**config.mk**
```make
export PLATFORM = sky130hd
export DESIGN_NAME = pf_scan_gen
export DESIGN_NICKNAME = d
export VERILOG_FILES = /design/src/rtl/pfgen_pkg.sv /design/src/rtl/pf_hcounter.sv /design/src/rtl/pf_write_pipe.sv /design/src/rtl/pf_shadow_regs.sv /design/src/rtl/pf_pixel_map.sv /design/src/rtl/pf_scan_gen.sv
export SDC_FILE = /design/constraint.sdc
export NUM_CORES = 1
export LEC_CHECK = 0
export ABC_AREA = 1
export CELL_PAD_IN_SITES_DETAIL_PLACEMENT = 1
export CELL_PAD_IN_SITES_GLOBAL_PLACEMENT = 2
export CORE_MARGIN = 5
export CORE_UTILIZATION = 37
export DETAILED_ROUTE_END_ITERATION = 8
export DONT_BUFFER_PORTS = 1
export PLACE_DENSITY_LB_ADDON = 0.12
export SETUP_SLACK_MARGIN = 0.4
export SLEW_MARGIN = 5
export SYNTH_ARGS = -nofsm -noshare
export SYNTH_HDL_FRONTEND = slang
export SYNTH_SLANG_ARGS = --single-unit
export TNS_END_PERCENT = 100
```
**constraint.sdc**
```tcl
create_clock -name clk -period 3.3 [get_ports clk]
set_clock_uncertainty 0.15 [all_clocks]
set_input_delay 0.33 -clock clk [delete_from_list [all_inputs] [get_ports clk]]
set_output_delay 0.33 -clock clk [all_outputs]
set_load 0.02 [all_outputs]
```
**src/rtl/pfgen_pkg.sv**
```systemverilog
package pfgen_pkg;
  localparam int DATA_W = 8;
  localparam int SEL_W  = 2;
  localparam int R0_PIX = 4;
  localparam int R1_PIX = 8;
  localparam int R2_PIX = 8;
  localparam int HALF_PIX = R0_PIX + R1_PIX + R2_PIX;

  typedef enum logic [SEL_W-1:0] {
    SEL_R0   = 2'd0,
    SEL_R1   = 2'd1,
    SEL_R2   = 2'd2,
    SEL_NONE = 2'd3
  } pf_sel_e;

  typedef struct packed {
    logic              vld;
    logic [SEL_W-1:0]  sel;
    logic [DATA_W-1:0] data;
  } pf_wr_t;
endpackage

```
**src/rtl/pf_hcounter.sv**
```systemverilog
module pf_hcounter #(
  parameter int LINE_CLKS = 228,
  parameter int POS_W     = 8
) (
  input  logic             clk,
  input  logic             rst,
  input  logic             tick,
  input  logic             line_start,
  output logic [POS_W-1:0] cnt
);
  always_ff @(posedge clk) begin
    if (rst || line_start) begin
      cnt <= '0;
    end else if (tick) begin
      if (cnt == POS_W'(LINE_CLKS - 1)) cnt <= '0;
      else                             cnt <= cnt + 1'b1;
    end
  end
endmodule

```
**src/rtl/pf_write_pipe.sv**
```systemverilog
module pf_write_pipe
  import pfgen_pkg::*;
#(
  parameter int FAST_DLY = 2,
  parameter int SLOW_DLY = 3
) (
  input  logic              clk,
  input  logic              rst,
  input  logic              tick,
  input  logic              wr_en,
  input  logic [SEL_W-1:0]  wr_sel,
  input  logic [DATA_W-1:0] wr_data,
  input  logic              slow,
  output pf_wr_t            mature
);
  localparam int DEPTH    = SLOW_DLY - 1;
  localparam int TAP_FAST = FAST_DLY - 2;
  localparam int TAP_SLOW = SLOW_DLY - 2;

  pf_wr_t stg [DEPTH];

  always_ff @(posedge clk) begin
    if (rst) begin
      for (int k = 0; k < DEPTH; k++) stg[k] <= '0;
    end else if (tick) begin
      stg[0] <= '{vld: wr_en, sel: wr_sel, data: wr_data};
      for (int k = 1; k < DEPTH; k++) stg[k] <= stg[k-1];
    end
  end

  generate
    if (TAP_FAST == TAP_SLOW) begin : g_single_tap
      assign mature = stg[TAP_SLOW];
    end else begin : g_dual_tap
      assign mature = slow ? stg[TAP_SLOW] : stg[TAP_FAST];
    end
  endgenerate
endmodule

```
**src/rtl/pf_shadow_regs.sv**
```systemverilog
module pf_shadow_regs
  import pfgen_pkg::*;
(
  input  logic              clk,
  input  logic              rst,
  input  logic              tick,
  input  pf_wr_t            mature,
  output logic [R0_PIX-1:0] sh0,
  output logic [R1_PIX-1:0] sh1,
  output logic [R2_PIX-1:0] sh2
);
  always_ff @(posedge clk) begin
    if (rst) begin
      sh0 <= '0;
      sh1 <= '0;
      sh2 <= '0;
    end else if (tick && mature.vld) begin
      case (pf_sel_e'(mature.sel))
        SEL_R0:  sh0 <= mature.data[DATA_W-1 -: R0_PIX];
        SEL_R1:  sh1 <= mature.data;
        SEL_R2:  sh2 <= mature.data;
        default: ;
      endcase
    end
  end
endmodule

```
**src/rtl/pf_pixel_map.sv**
```systemverilog
module pf_pixel_map
  import pfgen_pkg::*;
#(
  parameter int HBLANK_CLKS = 68,
  parameter int PIX_CLKS    = 4,
  parameter int POS_W       = 8
) (
  input  logic [POS_W-1:0]  cnt,
  input  logic              mirror,
  input  logic [R0_PIX-1:0] sh0,
  input  logic [R1_PIX-1:0] sh1,
  input  logic [R2_PIX-1:0] sh2,
  output logic              blank,
  output logic              pix
);
  localparam int HALF_CLKS = HALF_PIX * PIX_CLKS;
  localparam int IDX_W     = $clog2(HALF_PIX);
  localparam int R0_IW     = $clog2(R0_PIX);
  localparam int R1_IW     = $clog2(R1_PIX);
  localparam int R2_IW     = $clog2(R2_PIX);

  logic [POS_W-1:0] vis, off;
  logic             right;
  logic [IDX_W-1:0] idx_raw, idx;
  logic [R1_IW-1:0] b1;
  logic [R2_IW-1:0] b2;

  always_comb begin
    blank   = cnt < POS_W'(HBLANK_CLKS);
    vis     = cnt - POS_W'(HBLANK_CLKS);
    right   = vis >= POS_W'(HALF_CLKS);
    off     = right ? vis - POS_W'(HALF_CLKS) : vis;
    idx_raw = IDX_W'(off / POS_W'(PIX_CLKS));
    idx     = (right && mirror) ? IDX_W'(HALF_PIX - 1) - idx_raw : idx_raw;
    // register 1 is drawn high bit first, register 2 low bit first
    b1 = R1_IW'(IDX_W'(R0_PIX + R1_PIX - 1) - idx);
    b2 = R2_IW'(idx - IDX_W'(R0_PIX + R1_PIX));
    if (idx < IDX_W'(R0_PIX))                pix = sh0[idx[R0_IW-1:0]];
    else if (idx < IDX_W'(R0_PIX + R1_PIX))  pix = sh1[b1];
    else                                     pix = sh2[b2];
  end
endmodule

```
**src/rtl/pf_scan_gen.sv**
```systemverilog
module pf_scan_gen
  import pfgen_pkg::*;
#(
  parameter int LINE_CLKS   = 228,
  parameter int HBLANK_CLKS = 68,
  parameter int PIX_CLKS    = 4,
  parameter int FAST_DLY    = 2,
  parameter int SLOW_DLY    = 3,
  localparam int POS_W      = $clog2(LINE_CLKS)
) (
  input  logic              clk,
  input  logic              rst,
  input  logic              cc_tick,
  input  logic              line_start,
  input  logic              wr_en,
  input  logic [SEL_W-1:0]  wr_sel,
  input  logic [DATA_W-1:0] wr_data,
  input  logic              lat_slow,
  input  logic              mirror_mode,
  output logic              pix_o,
  output logic              hblank_o,
  output logic [POS_W-1:0]  hpos_o
);
  logic [POS_W-1:0]  hcnt;
  pf_wr_t            mature;
  logic [R0_PIX-1:0] sh0;
  logic [R1_PIX-1:0] sh1;
  logic [R2_PIX-1:0] sh2;
  logic              blank_c, pix_c;

  pf_hcounter #(.LINE_CLKS(LINE_CLKS), .POS_W(POS_W)) u_hcnt (
    .clk(clk), .rst(rst), .tick(cc_tick), .line_start(line_start), .cnt(hcnt)
  );

  pf_write_pipe #(.FAST_DLY(FAST_DLY), .SLOW_DLY(SLOW_DLY)) u_wpipe (
    .clk(clk), .rst(rst), .tick(cc_tick), .wr_en(wr_en), .wr_sel(wr_sel),
    .wr_data(wr_data), .slow(lat_slow), .mature(mature)
  );

  pf_shadow_regs u_shadow (
    .clk(clk), .rst(rst), .tick(cc_tick), .mature(mature),
    .sh0(sh0), .sh1(sh1), .sh2(sh2)
  );

  pf_pixel_map #(.HBLANK_CLKS(HBLANK_CLKS), .PIX_CLKS(PIX_CLKS), .POS_W(POS_W)) u_map (
    .cnt(hcnt), .mirror(mirror_mode), .sh0(sh0), .sh1(sh1), .sh2(sh2),
    .blank(blank_c), .pix(pix_c)
  );

  always_ff @(posedge clk) begin
    if (rst) begin
      hpos_o   <= '0;
      hblank_o <= 1'b1;
      pix_o    <= 1'b0;
    end else if (cc_tick) begin
      hpos_o   <= hcnt;
      hblank_o <= blank_c;
      pix_o    <= pix_c & ~blank_c;
    end
  end
endmodule

```
## Yosys cells after proc, flatten, opt, wreduce, memory -nomap -nowiden

Memory sizes are Yosys's and may differ from the RTL's.
Cells that the tools add are included.

- Register bits: 38
- Bits in writable memories: 22
- Word-level logic and storage cells: 54
- Memories kept: 1

- Add/sub/neg operators: 6
- Magnitude comparators: 7
- Equal/unequal tests: 3
- Multiplexer cells: 19
- Bitwise logic cells: 4
- Reduce and logical (&&, ||, !) cells: 7

Memory list:

| name | depth | width | rd ports | clocked after memory_dff | write ports | line | text |
|---|---|---|---|---|---|---|---|
| u_wpipe.stg | 2 | 11 | 2 | 0 | 2 | pf_write_pipe.sv:20 | `pf_wr_t stg [DEPTH];` |

Operators by type and width:

| cell | number |
|---|---|
| two-way mux 11 bit | 3 |
| two-way mux 1 bit | 10 |
| adder 8 x 1 -> 8 bit, second input constant | 1 |
| == test 8 bit, second input constant | 1 |
| greater-or-equal comparator 8 x 7 -> 1 bit, second input constant | 1 |
| less-than comparator 3 x 4 -> 1 bit, second input constant | 2 |
| less-than comparator 8 x 7 -> 1 bit, second input constant | 1 |
| two-way mux 8 bit | 1 |
| subtractor 8 x 7 -> 8 bit, second input constant | 1 |
| two-way mux 7 bit | 1 |
| subtractor 7 bit, second input constant | 1 |
| binary-select mux 1 bit (select 3 bit) | 2 |
| AND reduction 2 bit | 3 |
| less-than comparator 5 x 3 -> 1 bit, second input constant | 1 |
| less-than comparator 5 x 4 -> 1 bit, second input constant | 1 |
| two-way mux 5 bit | 1 |
| subtractor 5 bit, first input constant | 1 |
| less-than comparator 2 x 3 -> 1 bit, second input constant | 1 |
| subtractor 2 x 3 -> 3 bit, first input constant | 1 |
| subtractor 3 bit, second input constant | 1 |
| binary-select mux 1 bit (select 2 bit) | 1 |
| == test 2 x 1 -> 1 bit, second input constant | 1 |
| == test 2 bit, second input constant | 1 |
| logical AND 1 bit | 2 |
| 5 further kinds | 6 |

## Longest topological paths before layout

Gate-level depths: netlist of run 1.

- Depth after elaboration: 11
- Mapped depth: 24
- Depth with buffers taken out: 24

## Hierarchy

From an unflattened synthesis of run 1, not the netlist that was laid out.

- Cell total of the unflattened synthesis: 473
- Area, all modules: 3345.7 sq um

By module, submodules not included:

| module | instances | cells each | area each (sq um) | seq. area each (sq um) |
|---|---|---|---|---|
| pf_write_pipe | 1 | 107 | 1071.0 | 660.6 |
| pf_shadow_regs | 1 | 124 | 840.8 | 400.4 |
| pf_pixel_map | 1 | 136 | 645.6 | 0.0 |
| pf_hcounter | 1 | 62 | 430.4 | 160.2 |
| pf_scan_gen | 1 | 44 | 357.8 | 200.2 |

## Worst setup path after synthesis of run 1

OpenSTA, ideal clock, no wires.

- Path type: register to register
- Start: reg u_hcnt.cnt[2]
- End: reg pix_o
- Setup time: 112 ps
- Arrival time: 2417 ps
- Slack: 621 ps
- Stages on the path, launching flop included: 22
- Path buffers: 0
- Period minus slack after synthesis: 2679 ps
- Cells stage by stage: dfxtp_1 -> inv_2 -> ha_1 -> inv_1 -> nand2_1 -> nand2_2 -> ha_1 -> nand2_1 -> nand2_2 -> nand2_4 -> xnor2_1 -> inv_1 -> ha_1 -> nand3_1 -> nand2_1 -> inv_1 -> nor2_1 -> nand3_1 -> nand3_1 -> nand2_1 -> nand2_1 -> nand2_1

- Word-level cells in the longest chain between the ends: 11

RTL lines:

| item | line | text |
|---|---|---|
| start: declaration | pf_hcounter.sv:9 | `output logic [POS_W-1:0] cnt` |
| start signal: assignment | pf_hcounter.sv:16 | `else cnt <= cnt + 1'b1;` |
| subtractor 8 x 7 -> 8 bit | pf_pixel_map.sv:30 | `vis = cnt - POS_W'(HBLANK_CLKS);` |
| subtractor 7 bit / greater-or-equal comparator 8 x 7 -> 1 bit (equally long branches) | pf_pixel_map.sv:32, pf_pixel_map.sv:31 |  |
| two-way mux 7 bit | pf_pixel_map.sv:32 | `off = right ? vis - POS_W'(HALF_CLKS) : vis;` |
| subtractor 5 bit | pf_pixel_map.sv:34 | `idx = (right && mirror) ? IDX_W'(HALF_PIX - 1) - idx_raw : idx_raw;` |
| two-way mux 5 bit | pf_pixel_map.sv:34 |  |
| subtractor 3 bit / subtractor 2 x 3 -> 3 bit (equally long branches) | pf_pixel_map.sv:37, pf_pixel_map.sv:36 |  |
| binary-select mux 1 bit (select 3 bit) (on tied branches) | pf_pixel_map.sv:40, pf_pixel_map.sv:39 |  |
| two-way mux 1 bit (on tied branches) | pf_pixel_map.sv:40, pf_pixel_map.sv:39 |  |
| two-way mux 1 bit | pf_pixel_map.sv:39 | `else if (idx < IDX_W'(R0_PIX + R1_PIX)) pix = sh1[b1];` |
| two-way mux 1 bit | pf_pixel_map.sv:38 | `if (idx < IDX_W'(R0_PIX)) pix = sh0[idx[R0_IW-1:0]];` |
| bitwise AND 1 bit * | pf_scan_gen.sv:58 | `pix_o <= pix_c & ~blank_c;` |
| end signal: assignment | pf_scan_gen.sv:58 |  |
| end: declaration | pf_scan_gen.sv:20 | `output logic pix_o,` |

Every way passes the cells marked *; elsewhere a longest branch is shown, timed or not. The select of a mux whose other input is x is not followed.
A chain may end at the register's enable or synchronous reset.

## Worst setup path after layout of run 1

- Start: reg u_hcnt.cnt[3]
- End: reg pix_o

Same word-level chain as after synthesis.

==> flow_summary.json, run 1 <==
{
  "status": "completed",
  "hold_viol_final": 0,
  "path_delay_family": "simple AND/OR/NAND/NOR gates",
  "final_nets": 413,
  "synth-edff-count": 22,
  "p_per_area_nw_per_um2": 451,
  "synth.most_common_cell": "nand2_1",
  "worst_pin_slew_ns": 0.975,
  "drive_above_1_share_pct": 11.4,
  "netSwitchingFraction_pct": 26.1,
  "grt_pass1_vias": 2380,
  "cts_buffers": 9,
  "min_period_over_period_pct": 81.0,
  "comb_power_share_pct": 7.1,
  "crit_arrival_ns": 2.75,
  "post-synth-top-area-fraction_pct": 26.4,
  "synth_cell_types": 25,
  "start_util_pct": 37.7,
  "start_kind": "flip-flop",
  "hpwlAfterDp_um": 5130,
  "cp_slowest_stage_delay_ns": 0.38,
  "syn_to_final_growth_pct": 14.0,
  "cpMaxStageDelayCell": "dfxtp_4",
  "via_count": 2415,
  "yosys-top-cells-area": "dfxtp_1 (26%), edfxtp_1 (23%), nand2_1 (9.4%)",
  "cts_tree": "done",
  "hold_ws_ns": 0.0308,
  "path_clk_slew_ns": 0.07,
  "synth_top_family_by_area": "simple AND/OR/NAND/NOR gates",
  "fin_cells": 496,
  "async_flop_share_pct": 0,
  "min_delay_worst_endpoint": "hpos_o[0]",
  "synth_area_um2": 2890,
  "cts_sinks": 60,
  "crit_buf_inv": 5,
  "wl_um": 6990,
  "r2r_slack_ns": 0.63,
  "synth_fp_nets": 401,
  "synth_compound_area_share_pct": 11.8,
  "antenna_found_initial": 0,
  "cp_cell_sequence": "inv_2, ha_4, inv_1, nand2_1, nand2_4, ha_4, nand2_1, nand2_2, nand2_4, xnor2_4, inv_1, ha_1, nand3_1, nand2_1, inv_1, nand2_1, nand3_1, nand3_1, nand2_1, inv_1, nand2_1, nand2_1",
  "dp.cells": 472,
  "max_freq_mhz": 374,
  "yosys_register_bits": 60,
  "port_buffers": 0,
  "power.total_uw": 1480,
  "ys_warn_count": 0,
  "die_h_um": 98.3,
  "grt.total_usage_pct": 15.0,
  "viasPerCell": 4.87,
  "synth_fa_ha_area_share_pct": 3.03,
  "root_buffer": "clkbuf_8",
  "yosys.area_share.simple_pct": 25.7,
  "fin_setup_tns_ns": 0,
  "cpMostUsedCell": "nand2_1",
  "num_antenna_cells": 0,
  "setup_violations": 0,
  "syn_inst": 377,
  "clock_latency_ns": 0.33,
  "worstSetupPathType": "reg -> reg",
  "rsz0062_at_grt": "no",
  "p_leak_uw": 0.00137,
  "drv_slew": 0,
  "htreeDepth": 3,
  "ios": 27,
  "cts_buffer_depth": 2,
  "synth_mux_area_share_pct": 0,
  "critPathRequiredTime_ns": 3.38,
  "vdd_ir_drop_max_v": 0.000263,
  "power_switching_uw": 388,
  "hp-start": "cc_tick",
  "reg2reg_depth": 22,
  "synth_xor_xnor_area_share_pct": 0.607,
  "r2r-end": "pix_o",
  "critPathMaxFanout": 5,
  "fp.dieW_um": 98.3,
  "synth-seq-area-share_pct": 49.2,
  "place.gp.congestion": 0.762,
  "seq_power_share_pct": 54.6,
  "dieArea_um2": 9670,
  "synth-main-ff-cell": "dfxtp_1",
  "dr.pass1.iters": 4,
  "hp-class": "in -> reg",
  "rows": 32,
  "finalWorstSetupSlack_ns": 0.626,
  "worstReg2RegStart": "u_hcnt.cnt[3]",
  "core_um2": 7650,
  "grt_max_degree": 29,
  "yosysTopAreaCell": "dfxtp_1",
  "wire_per_inst_um": 14.1,
  "cap_violations": 0,
  "cp-end-kind": "flip-flop",
  "hold_depth": 2,
  "synth_commonest_cells": "nand2_1 (72), inv_1 (60), nor2_1 (39)",
  "place_ws_ns": 0.275,
  "p_int_uw": 1100,
  "first_iter_violations": 84,
  "relSlewSlack_pct": 34.4,
  "postRouteAntennaNets": 0,
  "drcViolationCount": 0,
  "grt_pass1_wl_um": 11700,
  "finalCriticalPeriod_ns": 2.67,
  "p_clk_share_pct": 38.3,
  "avgSynthCellArea_um2": 7.66,
  "grt_remaining_overflow": 0
}
per-layer routing:
| metal | track usage [%] | share of wire [%] | wire [um] | up-vias |
|---|---|---|---|---|
| met3 | 3.50 | 3.3 | 231 | 8 |
| met2 | 22.9 | 43 | 3020 | 40 |
| met1 | 21.2 | 52 | 3660 | 1127 |
| met4 | 4.52 | 1.2 | 83 | 0 |
| li1 | - | - | - | 1240 |
| met5 | 0 | 0 | 0 | - |
through the flow:
stage	instance area (um^2)	utilization [%]
after detailed placement	3000	39.2
after CTS	3210	42.0
after global placement	3000	39.2
after global routing	3290	43.0
final	3290	43.0
after floorplan	2890	-
kinds of logic after synthesis:
family | after synthesis
AO/OA/AOI/OAI | 66
adder cells (fa/ha/maj) | 7
AND/OR/NAND/NOR | 169
flip-flops | 60
XOR/XNOR | 2
buffers and inverters | 73
flip-flops by register name (all words and copies together) (netlist names):
register and cells:
u_hcnt.cnt 8, hblank_o 1, u_shadow.sh1 8, hpos_o 8, u_shadow.sh2 8, pix_o 1
u_wpipe.stg 22, u_shadow.sh0 4
power groups by stage:
stage	clock, uW	combinational, uW	sequential [uW]
after global placement	0	102	827
after floorplan	0	81.9	824
final	569	106	810
after global routing	629	125	813
after CTS	587	108	811
after detailed placement	0	104	828
worst max-delay path by stage:
stage                        startpoint     to  slack [ns]  depth (start not counted)
after floorplan           u_hcnt.cnt[2]  pix_o        0.62                         21
after global placement    u_hcnt.cnt[3]  pix_o        0.54                         22
after detailed placement  u_hcnt.cnt[3]  pix_o        0.28                         22
after CTS                 u_hcnt.cnt[3]  pix_o        0.41                         21
after global routing      u_hcnt.cnt[2]  pix_o        0.39                         23
final                     u_hcnt.cnt[3]  pix_o        0.63                         22
layout make-up:
class / instances / area, um^2
fill: 968 / 4360
sequential: 60 / 1430
multi-input combinational: 244 / 1240
inverter: 63 / 236
tap: 102 / 128
clock buffer: 9 / 124
timing repair buffer: 11 / 87.6
clock inverter: 7 / 43.8
layout by cell type (no fill, tap or decap):
cell type / synthesis / routed
clkinv_4: 0 / 1
dfxtp_1: 38 / 37
nand2_1: 72 / 71
inv_2: 3 / 4
clkinvlp_4: 0 / 3
a41oi_1: 1 / 1
o21ai_0: 37 / 37
nor2_2: 0 / 2
nor3_1: 4 / 4
dlygate4sd3_1: 0 / 2
dfxtp_4: 0 / 1
edfxtp_1: 22 / 22
clkinv_2: 0 / 1
nor2_1: 39 / 37
nand3b_1: 2 / 2
ha_1: 7 / 5
or2_2: 1 / 1
ha_4: 0 / 2
nand3_1: 37 / 37
a211oi_1: 1 / 1
o31ai_1: 1 / 1
nand2_2: 8 / 8
clkbuf_8: 0 / 9
a31oi_1: 1 / 1
xnor2_4: 0 / 1
nor3b_1: 2 / 2
clkinv_1: 0 / 2
inv_1: 60 / 59
buf_4: 0 / 9
a21oi_1: 25 / 25
nand4_1: 2 / 2
xor2_1: 1 / 1
nand2_4: 2 / 3
what timing repair did:
action / in CTS / in global routing
hold buffers: 2 / 0
setup endpoints to repair: 1 / 1
pin swaps: 1 / 2
gates resized for setup: 6 / 7
hold endpoints to repair: 6 / 0
setup buffers: 0 / 6
Power figures use the tool's default switching activity.
==> run 2, diff against run 1 <==
clock period = 2.6 ns   (was 3.3 ns; I/O delays follow)
==> flow_summary.json, run 2 (synthesized netlist as in run 1, its figures left out) <==
{
  "crit_arrival_ns": 2.72,
  "hold_ws_ns": 0.0536,
  "min_period_over_period_pct": 99.3,
  "vdd_ir_drop_max_v": 0.000270,
  "dr.pass1.iters": 4,
  "via_count": 2522,
  "hpwlAfterDp_um": 5150,
  "place_ws_ns": -0.0205,
  "rsz0062_at_grt": "yes",
  "finalWorstSetupSlack_ns": 0.0188,
  "grt_pass1_wl_um": 12500,
  "relSlewSlack_pct": 45.2,
  "cpMaxStageDelayCell": "dfxtp_4",
  "grt.total_usage_pct": 16.3,
  "seq_area_um2": 1430,
  "drive_above_1_share_pct": 21.0,
  "cpMostUsedCell": "buf_4",
  "max_freq_mhz": 387,
  "final_common_cell": "nand2_1",
  "cts_buffer_depth": 2,
  "cap_violations": 0,
  "syn_to_final_growth_pct": 28.2,
  "path_clk_slew_ns": 0.08,
  "finalCriticalPeriod_ns": 2.58,
  "cp_cell_sequence": "inv_4, ha_4, inv_2, nand2_2, nand2_4, ha_4, nand2_2, nand2_4, nand2_4, xnor2_4, inv_2, buf_6, buf_4, buf_6, buf_4, buf_4, buf_4, buf_6, nand2_2, nand2_1, nand2_1",
  "grt_remaining_overflow": 0,
  "grt_pass1_vias": 2554,
  "core_um2": 7650,
  "viasPerCell": 4.80,
  "critPathRequiredTime_ns": 2.74,
  "place.gp.congestion": 0.822,
  "dieArea_um2": 9670,
  "p_per_area_nw_per_um2": 540,
  "worstSetupPathType": "reg -> reg",
  "status": "completed",
  "fp.dieW_um": 98.3,
  "antenna_found_initial": 0,
  "multiInputGateArea_um2": 1350,
  "cts_sinks": 60,
  "grt_max_degree": 29,
  "cts_buffers": 9,
  "dp.cells": 478,
  "num-fill-cells": 933,
  "cts_tree": "done",
  "clock_latency_ns": 0.34,
  "largest_reg_flops": 22,
  "start_util_pct": 37.7,
  "num_antenna_cells": 0,
  "p_leak_uw": 0.00153,
  "worst_pin_slew_ns": 0.822,
  "cp_slowest_stage_delay_ns": 0.37,
  "htreeDepth": 3,
  "setup_violations": 0,
  "critPathMaxFanout": 5,
  "final_cell_mix": "nand2_1 (59), inv_1 (54), o21ai_0 (37), nor2_1 (34)",
  "rows": 32,
  "wire_per_inst_um": 14.6,
  "port_buffers": 0,
  "die_h_um": 98.3,
  "final_nets": 442,
  "drv_slew": 0,
  "hold_viol_final": 0,
  "start_kind": "flip-flop",
  "first_iter_violations": 90,
  "drcViolationCount": 0,
  "fin_setup_tns_ns": 0,
  "ios": 27,
  "wl_um": 7680,
  "cp-end-kind": "flip-flop",
  "root_buffer": "clkbuf_8",
  "fin_cells": 525,
  "postRouteAntennaNets": 0,
  "top_register": "u_wpipe.stg",
  "hp-class": "in -> reg"
}
==> run 2: cell types whose count changed in the layout (fill, tap and decap cells not counted), sizes merged <==
cell / previous run / this run
dlygate4sd3: 2 / 15
clkinvlp: 3 / 2
clkbuf: 9 / 11
clkinv: 4 / 2
bufinv: 0 / 1
buf: 9 / 25
==> run 2: worst paths after layout <==
check	from	endpoint	slack, ns	cells after the start
setup / recovery	u_hcnt.cnt[3]	pix_o	0.02	21
hold / removal	cc_tick	u_hcnt.cnt[3]	0.05	2
setup reg to reg	u_hcnt.cnt[3]	pix_o	0.02	21
hold reg to reg	u_shadow.sh0[1]	u_shadow.sh0[1]	0.30	2
==> run 2: timing repair <==
action / 4_1_cts / 5_1_grt
setup endpoints to repair: 1 / 4
pin swaps: 17 / 20
resized for setup: 17 / 32
gates cloned: 0 / 0
hold buffers: 15 / 0
setup buffers: 14 / 2
hold endpoints to repair: 19 / 0
==> run 2: stage by stage <==
step,power [uW],utilization [%],instance area (um^2)
after global routing,2100,48.4,3700
after detailed placement,1190,40.3,3080
after floorplan,1150,-,2930
after CTS,2020,46.6,3560
final,2000,48.4,3700
after global placement,1180,40.3,3080
==> run 2: cell type report <==
| class | count | share of cell area [%] |
|---|---|---|
| Clock buffer | 11 | 3.55 |
| Clock inverter | 5 | 1.42 |
| Inverter | 63 | 6.73 |
| Multi-Input combinational cell | 244 | 36.5 |
| Sequential cell | 60 | 38.7 |
| Tap cell | 102 | 3.45 |
| Timing Repair Buffer | 40 | 9.64 |
==> run 2: critical path, delay by kind of cell, from the launching register on <==
| kind | cells | cell delay, ns |
|---|---|---|
| buf+inv | 10 | 0.99 |
| simple gates | 8 | 0.55 |
| xor+xnor | 1 | 0.19 |
| flops | 1 | 0.37 |
| fa+ha+maj | 2 | 0.30 |
==> run 2: where the power goes <==
group / switching, uW / internal (uW) / leakage (uW)
Clock: 368 / 437 / 0.0000846
Sequential: 14.4 / 1010 / 0.000552
Combinational: 105 / 60.6 / 0.000890
==> run 2: per-layer routing <==
metal | track usage (%) | up-vias | wire length [um]
li1 | - | 1296 | -
met4 | 7.35 | 0 | 161
met3 | 3.86 | 15 | 313
met1 | 21.7 | 1171 | 3750
met5 | 0 | - | 0
met2 | 25.0 | 40 | 3460
==> run 3, diff against run 2 <==
RECOVER_POWER = 50   (was default)
==> flow_summary.json, run 3 (synthesized netlist as in run 1, its figures left out) <==
{
  "status": "completed",
  "cts_buffer_depth": 2,
  "drcViolationCount": 0,
  "grt.total_usage_pct": 16.3,
  "r2r_slack_ns": 0.03,
  "place.gp.congestion": 0.822,
  "dr.pass1.iters": 4,
  "antenna_found_initial": 0,
  "clock_latency_ns": 0.34,
  "hpwlAfterDp_um": 5150,
  "fin_area_um2": 3690,
  "p_clk_share_pct": 40.4,
  "cp-end-kind": "flip-flop",
  "grt_pass1_vias": 2554,
  "final_common_cell": "nand2_1",
  "drv_slew": 0,
  "max_freq_mhz": 388,
  "worstSetupPathType": "reg -> reg",
  "path_clk_slew_ns": 0.07,
  "grt_pass1_wl_um": 12500,
  "p_per_area_nw_per_um2": 541,
  "final_cell_mix": "nand2_1 (59), inv_1 (54), o21ai_0 (37), nor2_1 (34)",
  "reg2reg_depth": 21,
  "postRouteAntennaNets": 0,
  "worstReg2RegStart": "u_hcnt.cnt[3]",
  "ios": 27,
  "top_register": "u_wpipe.stg",
  "fin_cells": 525,
  "grt_remaining_overflow": 0,
  "min_period_over_period_pct": 99.0,
  "power_switching_uw": 489,
  "grt_max_degree": 29,
  "seq_power_share_pct": 51.4,
  "cts_sinks": 60,
  "power.total_uw": 2000,
  "setup_violations": 0,
  "num_antenna_cells": 0,
  "r2r-end": "pix_o",
  "die_h_um": 98.3,
  "hp-class": "in -> reg",
  "start_kind": "flip-flop",
  "fp.dieW_um": 98.3,
  "critPathMaxFanout": 5,
  "relSlewSlack_pct": 45.1,
  "num-fill-cells": 935,
  "netSwitchingFraction_pct": 24.5,
  "final_nets": 442,
  "start_util_pct": 37.7,
  "wl_um": 7640,
  "syn_to_final_growth_pct": 28.0,
  "cts_buffers": 9,
  "drive_above_1_share_pct": 20.8,
  "port_buffers": 0,
  "dieArea_um2": 9670,
  "largest_reg_flops": 22,
  "dp.cells": 478,
  "critPathRequiredTime_ns": 2.74,
  "root_buffer": "clkbuf_8",
  "crit_arrival_ns": 2.71,
  "core_um2": 7650,
  "cap_violations": 0,
  "cts_tree": "done",
  "viasPerCell": 4.78,
  "vdd_ir_drop_max_v": 0.000270,
  "min_delay_worst_endpoint": "u_hcnt.cnt[3]",
  "place_area_um2": 3080,
  "grt_use_met1_pct": 21.7,
  "p_leak_uw": 0.00152,
  "use_met2_pct": 25.0,
  "hold_depth": 2,
  "met3_usage_pct": 3.86,
  "grt_busiest_layer": "met2",
  "via_count": 2508,
  "rsz0062_at_grt": "yes",
  "finalCriticalPeriod_ns": 2.57,
  "worst_pin_slew_ns": 0.823,
  "hold_viol_final": 0,
  "wire_per_inst_um": 14.5,
  "rows": 32,
  "hp-start": "cc_tick",
  "comb_power_share_pct": 8.2,
  "htreeDepth": 3,
  "p_int_uw": 1510,
  "first_iter_violations": 97
}
[run 3: critical path: stages (launching register included)]
cell     delay, ns
dfxtp_4       0.37
inv_4         0.05
ha_4          0.17
inv_2         0.06
nand2_2       0.07
nand2_4       0.10
ha_4          0.13
nand2_2       0.06
nand2_4       0.08
nand2_4       0.08
xnor2_4       0.18
inv_2         0.08
buf_6         0.11
buf_4         0.12
buf_6         0.10
buf_4         0.12
buf_4         0.12
buf_4         0.13
buf_6         0.10
nand2_2       0.05
nand2_1       0.05
nand2_1       0.06
[run 3: final cells by class]
class / count / area (um^2) / area share [%]
Multi-Input combinational cell: 244 / 1350 / 36.6
Clock inverter: 5 / 52.6 / 1.42
Tap cell: 102 / 128 / 3.46
Timing Repair Buffer: 40 / 350 / 9.49
Inverter: 63 / 249 / 6.74
Clock buffer: 11 / 131 / 3.56
Sequential cell: 60 / 1430 / 38.8
[run 3: metal layers]
metal,part of all wire (%),wire (um),vias to the layer above
met5,0,0,-
met4,2.3,176,0
met3,4.5,343,14
met2,45,3450,42
met1,48,3670,1155
li1,-,-,1297
[run 3: power groups by stage]
stage,Sequential (uW),Clock [uW],Combinational (uW)
after detailed placement,1050,0,137
after global placement,1050,0,134
final,1030,806,164
after global routing,1030,878,188
after CTS,1030,834,159
after floorplan,1040,0,104
[run 3: through the flow]
step | setup WS, ns | utilization (%) | TNS, ns | hold WS (ns)
after global routing | -0.0977 | 48.3 | -0.0977 | 0.0585
final | 0.0256 | 48.3 | 0 | 0.0558
after floorplan | 0.177 | - | 0 | 0.268
after global placement | 0.103 | 40.3 | 0 | 0.182
after detailed placement | -0.0205 | 40.3 | -0.0205 | 0.183
after CTS | 0.116 | 46.6 | 0 | 0.0324
[run 3: how the worst max path moves through the flow]
stage	startpoint	to	depth (start not counted)
after floorplan	u_hcnt.cnt[2]	pix_o	21
after global placement	u_hcnt.cnt[3]	pix_o	21
final	u_hcnt.cnt[3]	pix_o	21
after global routing	u_hcnt.cnt[3]	pix_o	21
after CTS	u_hcnt.cnt[2]	pix_o	22
after detailed placement	u_hcnt.cnt[3]	pix_o	21
[run 3: what timing repair did]
item,in CTS,in global routing
endpoints found under the setup margin,1,4
setup buffers,14,2
endpoints found under the hold margin,19,0
pin swaps,17,20
hold buffers,15,0
gates resized for setup,17,32
